[src/rtl/alu8_cla_adder.sv]
module alu8_cla_adder #(
  parameter int W = 8
) (
  input  logic [W-1:0] x_i,
  input  logic [W-1:0] y_i,
  input  logic         cin_i,
  output logic [W-1:0] sum_o,
  output logic         cout_o
);
  localparam int NG = W / 4;

  logic [W-1:0] g, p;
  logic [W:0]   c;

  assign g    = x_i & y_i;
  assign p    = x_i ^ y_i;
  assign c[0] = cin_i;

  for (genvar gi = 0; gi < NG; gi++) begin : g_grp
    localparam int B = 4 * gi;
    logic grp_g, grp_p;
    assign c[B+1] = g[B] | (p[B] & c[B]);
    assign c[B+2] = g[B+1] | (p[B+1] & g[B]) | (p[B+1] & p[B] & c[B]);
    assign c[B+3] = g[B+2] | (p[B+2] & g[B+1]) | (p[B+2] & p[B+1] & g[B])
                  | (p[B+2] & p[B+1] & p[B] & c[B]);
    assign grp_g  = g[B+3] | (p[B+3] & g[B+2]) | (p[B+3] & p[B+2] & g[B+1])
                  | (p[B+3] & p[B+2] & p[B+1] & g[B]);
    assign grp_p  = &p[B+3:B];
    assign c[B+4] = grp_g | (grp_p & c[B]);
  end

  assign sum_o  = p ^ c[W-1:0];
  assign cout_o = c[W];
endmodule

[src/rtl/alu8_booth_mul.sv]
module alu8_booth_mul #(
  parameter int W = 8
) (
  input  logic [W-1:0]   mcand_i,
  input  logic [W-1:0]   mplier_i,
  output logic [2*W-1:0] prod_o
);
  localparam int PW  = 2 * W;
  localparam int DIG = W / 2;

  logic [PW-1:0] ax;
  logic [W:0]    bx;
  logic [PW-1:0] pp [DIG];

  assign ax = {{W{mcand_i[W-1]}}, mcand_i};
  assign bx = {mplier_i, 1'b0};

  for (genvar d = 0; d < DIG; d++) begin : g_dig
    logic [2:0]    trip;
    logic [PW-1:0] mag;
    logic          neg;
    assign trip = bx[2*d+2 -: 3];
    always_comb begin
      unique case (trip)
        3'b001, 3'b010: begin mag = ax;        neg = 1'b0; end
        3'b011:         begin mag = ax << 1;   neg = 1'b0; end
        3'b100:         begin mag = ax << 1;   neg = 1'b1; end
        3'b101, 3'b110: begin mag = ax;        neg = 1'b1; end
        default:        begin mag = '0;        neg = 1'b0; end
      endcase
    end
    assign pp[d] = (neg ? (~mag + PW'(1)) : mag) << (2 * d);
  end

  always_comb begin
    prod_o = '0;
    for (int k = 0; k < DIG; k++) prod_o = prod_o + pp[k];
  end
endmodule

[src/rtl/alu8_mixed.sv]
module alu8_mixed #(
  parameter int W = 8
) (
  input  logic [W-1:0]   a_i,
  input  logic [W-1:0]   b_i,
  input  logic           carry_i,
  input  logic [2:0]     op_i,
  output logic [2*W-1:0] result_o,
  output logic           carry_o,
  output logic           zero_o
);
  localparam int RW = 2 * W;
  localparam logic [2:0] OP_ADD  = 3'd0;
  localparam logic [2:0] OP_ADC  = 3'd1;
  localparam logic [2:0] OP_MUL  = 3'd2;
  localparam logic [2:0] OP_AND  = 3'd3;
  localparam logic [2:0] OP_OR   = 3'd4;
  localparam logic [2:0] OP_XOR  = 3'd5;
  localparam logic [2:0] OP_XNOR = 3'd6;

  logic [W-1:0]  sum, lu;
  logic          add_c, is_add;
  logic [RW-1:0] prod;

  assign is_add = (op_i == OP_ADD) || (op_i == OP_ADC);

  alu8_cla_adder #(.W(W)) add_i (
    .x_i(a_i), .y_i(b_i), .cin_i((op_i == OP_ADC) & carry_i),
    .sum_o(sum), .cout_o(add_c)
  );

  alu8_booth_mul #(.W(W)) mul_i (
    .mcand_i(a_i), .mplier_i(b_i), .prod_o(prod)
  );

  always_comb begin
    unique case (op_i)
      OP_AND:  lu = a_i & b_i;
      OP_OR:   lu = a_i | b_i;
      OP_XOR:  lu = a_i ^ b_i;
      OP_XNOR: lu = ~(a_i ^ b_i);
      default: lu = ~(a_i | b_i);
    endcase
  end

  always_comb begin
    if (is_add)              result_o = {{(W-1){1'b0}}, add_c, sum};
    else if (op_i == OP_MUL) result_o = prod;
    else                     result_o = {{W{1'b0}}, lu};
  end

  assign carry_o = is_add & add_c;
  assign zero_o  = (result_o == '0);
endmodule

[config.mk]
export PLATFORM = sky130hd
export DESIGN_NAME = alu8_mixed
export DESIGN_NICKNAME = d
export VERILOG_FILES = /design/src/rtl/alu8_cla_adder.sv /design/src/rtl/alu8_booth_mul.sv /design/src/rtl/alu8_mixed.sv
export SDC_FILE = /design/constraint.sdc
export NUM_CORES = 1
export LEC_CHECK = 0
export ABC_AREA = 1
export BUFFER_PORTS_ARGS = -buffer_cell sky130_fd_sc_hd__buf_2
export CORE_MARGIN = 2
export CORE_UTILIZATION = 51
export DETAILED_ROUTE_END_ITERATION = 10
export PLACE_DENSITY_LB_ADDON = 0.05
export SYNTH_ARGS = -nofsm -noshare
export SYNTH_HDL_FRONTEND = slang
export SYNTH_SLANG_ARGS = --single-unit
[constraint.sdc]
create_clock -name vclk -period 4.18
set_input_delay 0.209 -clock vclk [all_inputs]
set_output_delay 0.209 -clock vclk [all_outputs]
set_load 0.005 [all_outputs]
==> results.md, run 1 <==
- Boundary pin count: 38
- Initial drt markers: 341
- Failing checks: negative setup slack
- Final slew viol count: 0
- Max Fanout on Critical Path: 6
- Gr ovfl total: 0
- Nets: 912
- Cells after DPL: 906
- First-pass GRT wire length: 22,200 µm
- Max Freq: 225 MHz
- Register area: 0 µm²
- Number of setup violations in the final report: 5
- Overall Global Routing Usage: 32.9%
- Vias: 4,878
- Cts hold-fix bufs: 0
- Startpoint types: primary input
- Drt wl/cell: 15.0 µm
- Seq Cell Count: 0
- PortBufs: 38
- Rel. slew slack: 49.8%
- Unrepaired setup endpoints after global routing: yes
- Core Footprint: 7180 µm²
- Chip height: 89.7 µm
- Via density: 5.27
- Post-route antenna net violation count: 0
- Buf/Inv on CP: 8
- DR DRC count: 0
- CP required: 3970 ps
- Fill count: 509
- Actual slew at the worst max-slew pin: 751 ps
- Leading area contributor after synthesis: nand2_1
- Dpl hpwl: 10,600 µm
- Distinct cells, synth: 42
- Crit path kind: primary input to output port
- Minimum clock period: 4450 ps
- Synth Warn #: 0
- Syn nets: 747
- Max-cap violations: 0
- Hold Crit Class: primary input to output port
- Cell area after synthesis: 3750 µm²
- Crit path capture type: output port
- Die width: 89.7 µm
- CP max stage delay: 530 ps
- Seq/Total Area, Yosys: 0%
- Pleak: 3.20 nW
- Fraction of layout cells with a size suffix above 1: 41.0%
- Synth Area per Inst: 5.65 µm²
- Core Rows: 31
- Starting Density: 52.3%
- Non-Filler Instances: 926
- WL final: 13,900 µm
- Outcome: complete, but fails checks
- Max stage delay cell, worst path: fa_1
- Placer Congestion: 0.938
- Leading post-synthesis cells by cell area: nand2_1, inv_1, ha_1
- Die ar.: 8050 µm²
- Maximum VDD drop: 0.319 mV
- Largest net degree at the start of global routing: 16
- Layout clock buffers: 0
- Top-area cell type share of the netlist area: 16.7%
- Synth Instances: 664
- Worst Path Arrival: 4240 ps
- Ant. Diodes: 0
- Final period util: 106%
- Pwr dens: 427 nW/µm²
- Via count of the first global-routing pass: 4,709
- Antenna violations before repair: 0
- Setup TNS: -746 ps
- Layout area overhead: 54.1%
- Fin. Hold Viols: 0
- Setup WS post-layout: -268 ps
- Router iterations before antenna repair: 5
- CP delay by family, top: simple AND/OR/NAND/NOR gates
## metal layers
layer / vias up / GRT usage (%) / part of all wire (%)
met5: - / 0 / 0
li1: 2402 / - / -
met4: 0 / 5.64 / 2.3
met3: 28 / 2.01 / 5.8
met1: 2252 / 43.1 / 42
met2: 196 / 60.6 / 49
## synth_stat cells (4+ instances only)
cell	count
nand2_1	167
inv_1	144
nand3_1	57
nor2_1	54
ha_1	40
o21ai_0	31
a21oi_1	23
fa_1	23
xor2_1	17
nand4_1	13
inv_2	10
xnor2_1	10
o22ai_1	8
nor3_1	7
o21ai_1	7
buf_2	6
a31oi_1	4
nor2_2	4
## where the power goes
| part | total [mW] | switching (mW) | leakage (nW) | internal [mW] |
|---|---|---|---|---|
| clock network | 0 | 0 | 0 | 0 |
| registers | 0 | 0 | 0 | 0 |
| logic | 2.47 | 1.33 | 3.20 | 1.14 |
## kinds of logic after synthesis
logic type | after synthesis | synth area share (%)
simple gates | 317 | 36.8
buf+inv | 166 | 17.2
compound gates | 90 | 13.8
fa+ha+maj | 63 | 25.6
xor+xnor | 27 | 6.31
mux | 1 | 0.267
## placed cells by master, fill, tap and decap left out, drive strengths merged, types with 3 or more instances in the layout
cell,instances
xnor2,10
o22ai,8
or2,5
fa,23
o21bai,4
ha,40
nand2,169
buf,174
nand3,59
o21ai,41
inv,154
a31oi,4
a21oi,24
nor3,8
nand4,13
o31ai,3
xor2,17
nor2,60
## repair_timing
item	4_1_cts	5_1_grt
pin swaps	67	63
gates resized for setup	124	61
gates cloned	0	0
endpoints found under the setup margin	10	9
buffers inserted	14	6
## path summary, 6_finish.rpt
| kind | startpoint | endpoint | slack [ps] | cells past startpoint |
|---|---|---|---|---|
| max | b_i[2] | zero_o | -270 | 31 |
| min | op_i[1] | result_o[1] | 1050 | 6 |
## stage by stage
stage	power [mW]	hold slack, ps	instance area, µm²	utilization, %	worst slack (ps)
floorplan	1.16	604	3840	-	10.9
global placement	1.77	998	4970	69.3	-444
detailed placement	1.81	1020	4970	69.3	-487
CTS	2.25	1040	5500	76.6	-148
global route	2.73	1120	5780	80.5	-483
finish	2.47	1050	5780	80.5	-268
## area by class of cell
class	count	area [µm²]	area share [%]
repair buffers	174	1280	22.1
multi-input cells	498	3780	65.4
inverters	155	598	10.3
well taps	99	124	2.14
Note: power is estimated with default switching activity, not from simulation.
==> inputs of run 2 (changes only) <==
==> constraint.sdc (replaced) <==
create_clock -name vclk -period 4.18
set_input_delay 0.209 -clock vclk [all_inputs]
set_output_delay 0.209 -clock vclk [all_outputs]
set_load 0.02 [all_outputs]
==> run 2 against run 1 <==
The flow still finishes with violations (negative setup slack). Via count increased by 2.1%. Final cell count grew 3.1%. Utilization rose by 1.3 points. Routed wire length decreased by 0.14%. Flip-flop and latch count unchanged. First-iteration DRC count fell by 5.0%. Critical path type unchanged. Highest routed layer unchanged. Setup slack got worse by 180 ps. Count of clock-buffer cells in the layout unchanged. Combinational power about the same. Fmax shrank 3.9%. Critical endpoint unchanged.
==> results.md, run 2 (synthesis gave the netlist of run 1 again) <==
- Dpl hpwl: 10,400 µm
- Minimum clock period: 4630 ps
- Ant. Diodes: 0
- Path length in cells of the critical path: 28
- Cells after DPL: 924
- Antenna violations before repair: 0
- Layout area overhead: 56.6%
- Starting Density: 52.3%
- Fin. Hold Viols: 0
- Via count of the first global-routing pass: 4,926
- Max Freq: 216 MHz
- Chip height: 89.7 µm
- Fill count: 486
- Max-cap violations: 0
- Die ar.: 8050 µm²
- Vias: 4,981
- Final slew viol count: 0
- Startpoint types: primary input
- Number of setup violations in the final report: 5
- Boundary pin count: 38
- Final hold slack: 1090 ps
- Max Fanout on Critical Path: 5
- Hold Crit Class: primary input to output port
- Commonest non-fill, non-tap cell in the layout: buf_4
- Outcome: complete, but fails checks
- Nets: 941
- Non-Filler Instances: 955
- Fraction of layout cells with a size suffix above 1: 39.6%
- Initial drt markers: 324
- Rel. slew slack: 59.9%
- CP required: 3970 ps
- Failing checks: negative setup slack
- Overall Global Routing Usage: 32.8%
- Actual slew at the worst max-slew pin: 596 ps
- Buf/Inv on CP: 9
- Most frequent cells in the layout: buf_4, nand2_1, inv_1, nand3_1, nor2_1
- Drt wl/cell: 14.5 µm
- Router iterations before antenna repair: 5
- Max stage delay cell, worst path: fa_1
- Die width: 89.7 µm
- Final period util: 111%
- Via density: 5.22
- Pwr dens: 421 nW/µm²
- Seq Cell Count: 0
- DR DRC count: 0
- Gr ovfl total: 0
- Core Footprint: 7180 µm²
- Unrepaired setup endpoints after global routing: yes
- WL final: 13,900 µm
- Register area: 0 µm²
- Crit path capture type: output port
- PortBufs: 38
- CP delay by family, top: simple AND/OR/NAND/NOR gates
- First-pass GRT wire length: 22,300 µm
- CP max stage delay: 540 ps
- CP startpoint: b_i[5]
- Core Rows: 31
- Cts hold-fix bufs: 0
- Cell mode on critical path: nand4_1
- Pleak: 3.31 nW
- Largest net degree at the start of global routing: 16
- Placer Congestion: 0.933
- Setup WS post-layout: -447 ps
- Hold path cells: 5
- Worst Path Arrival: 4420 ps
- Post-route antenna net violation count: 0
- Crit path kind: primary input to output port
- Layout clock buffers: 0
- Critical Path Sink: zero_o
- Maximum VDD drop: 0.297 mV
[run 2: changes by cell type in the layout (fill, tap and decap cells not counted), sizes merged]
cell / previous run / this run
buf: 174 / 203
[run 2: how the worst min path moves through the flow]
stage	endpoint	slack (ps)	start
2_1_floorplan	carry_o	660	op_i[2]
3_3_place_gp	result_o[5]	1030	op_i[1]
3_5_place_dp	result_o[5]	1050	op_i[1]
4_1_cts	result_o[5]	1040	op_i[1]
5_1_grt	result_o[5]	1140	op_i[1]
6_report	result_o[5]	1090	op_i[1]
[run 2: per-layer routing]
metal	global-route usage, %	vias up	share of wire, %
li1	-	2472	-
met1	41.5	2276	42
met2	61.1	185	49
met3	1.59	48	5.2
met4	8.33	0	3.9
met5	0	-	0
[run 2: layout make-up]
class                      instances  area (µm²)  area share (%)
multi-input combinational        498        3630            61.8
timing repair buffer             203        1520            25.9
inverter                         155         593            10.1
tap                               99         124            2.11
[run 2: repair_timing]
item	CTS	global route
pin swaps	67	42
endpoints found under the setup margin	10	10
setup buffers	24	8
resized for setup	89	52
[run 2: per-stage QoR]
stage	total power, mW	TNS (ps)	instance area [µm²]	setup WS, ps	util [%]
after floorplan	1.26	0	3910	2.64	-
after global placement	1.90	-1820	5170	-524	72.0
after detailed placement	1.96	-2180	5170	-582	72.0
after CTS	2.27	-865	5640	-310	78.6
after global routing	2.71	-2910	5870	-653	81.8
final	2.47	-1460	5870	-447	81.8
[run 2: where the power goes]
part / switching, mW / internal [mW]
clock: 0 / 0
sequential: 0 / 0
combinational: 1.35 / 1.13
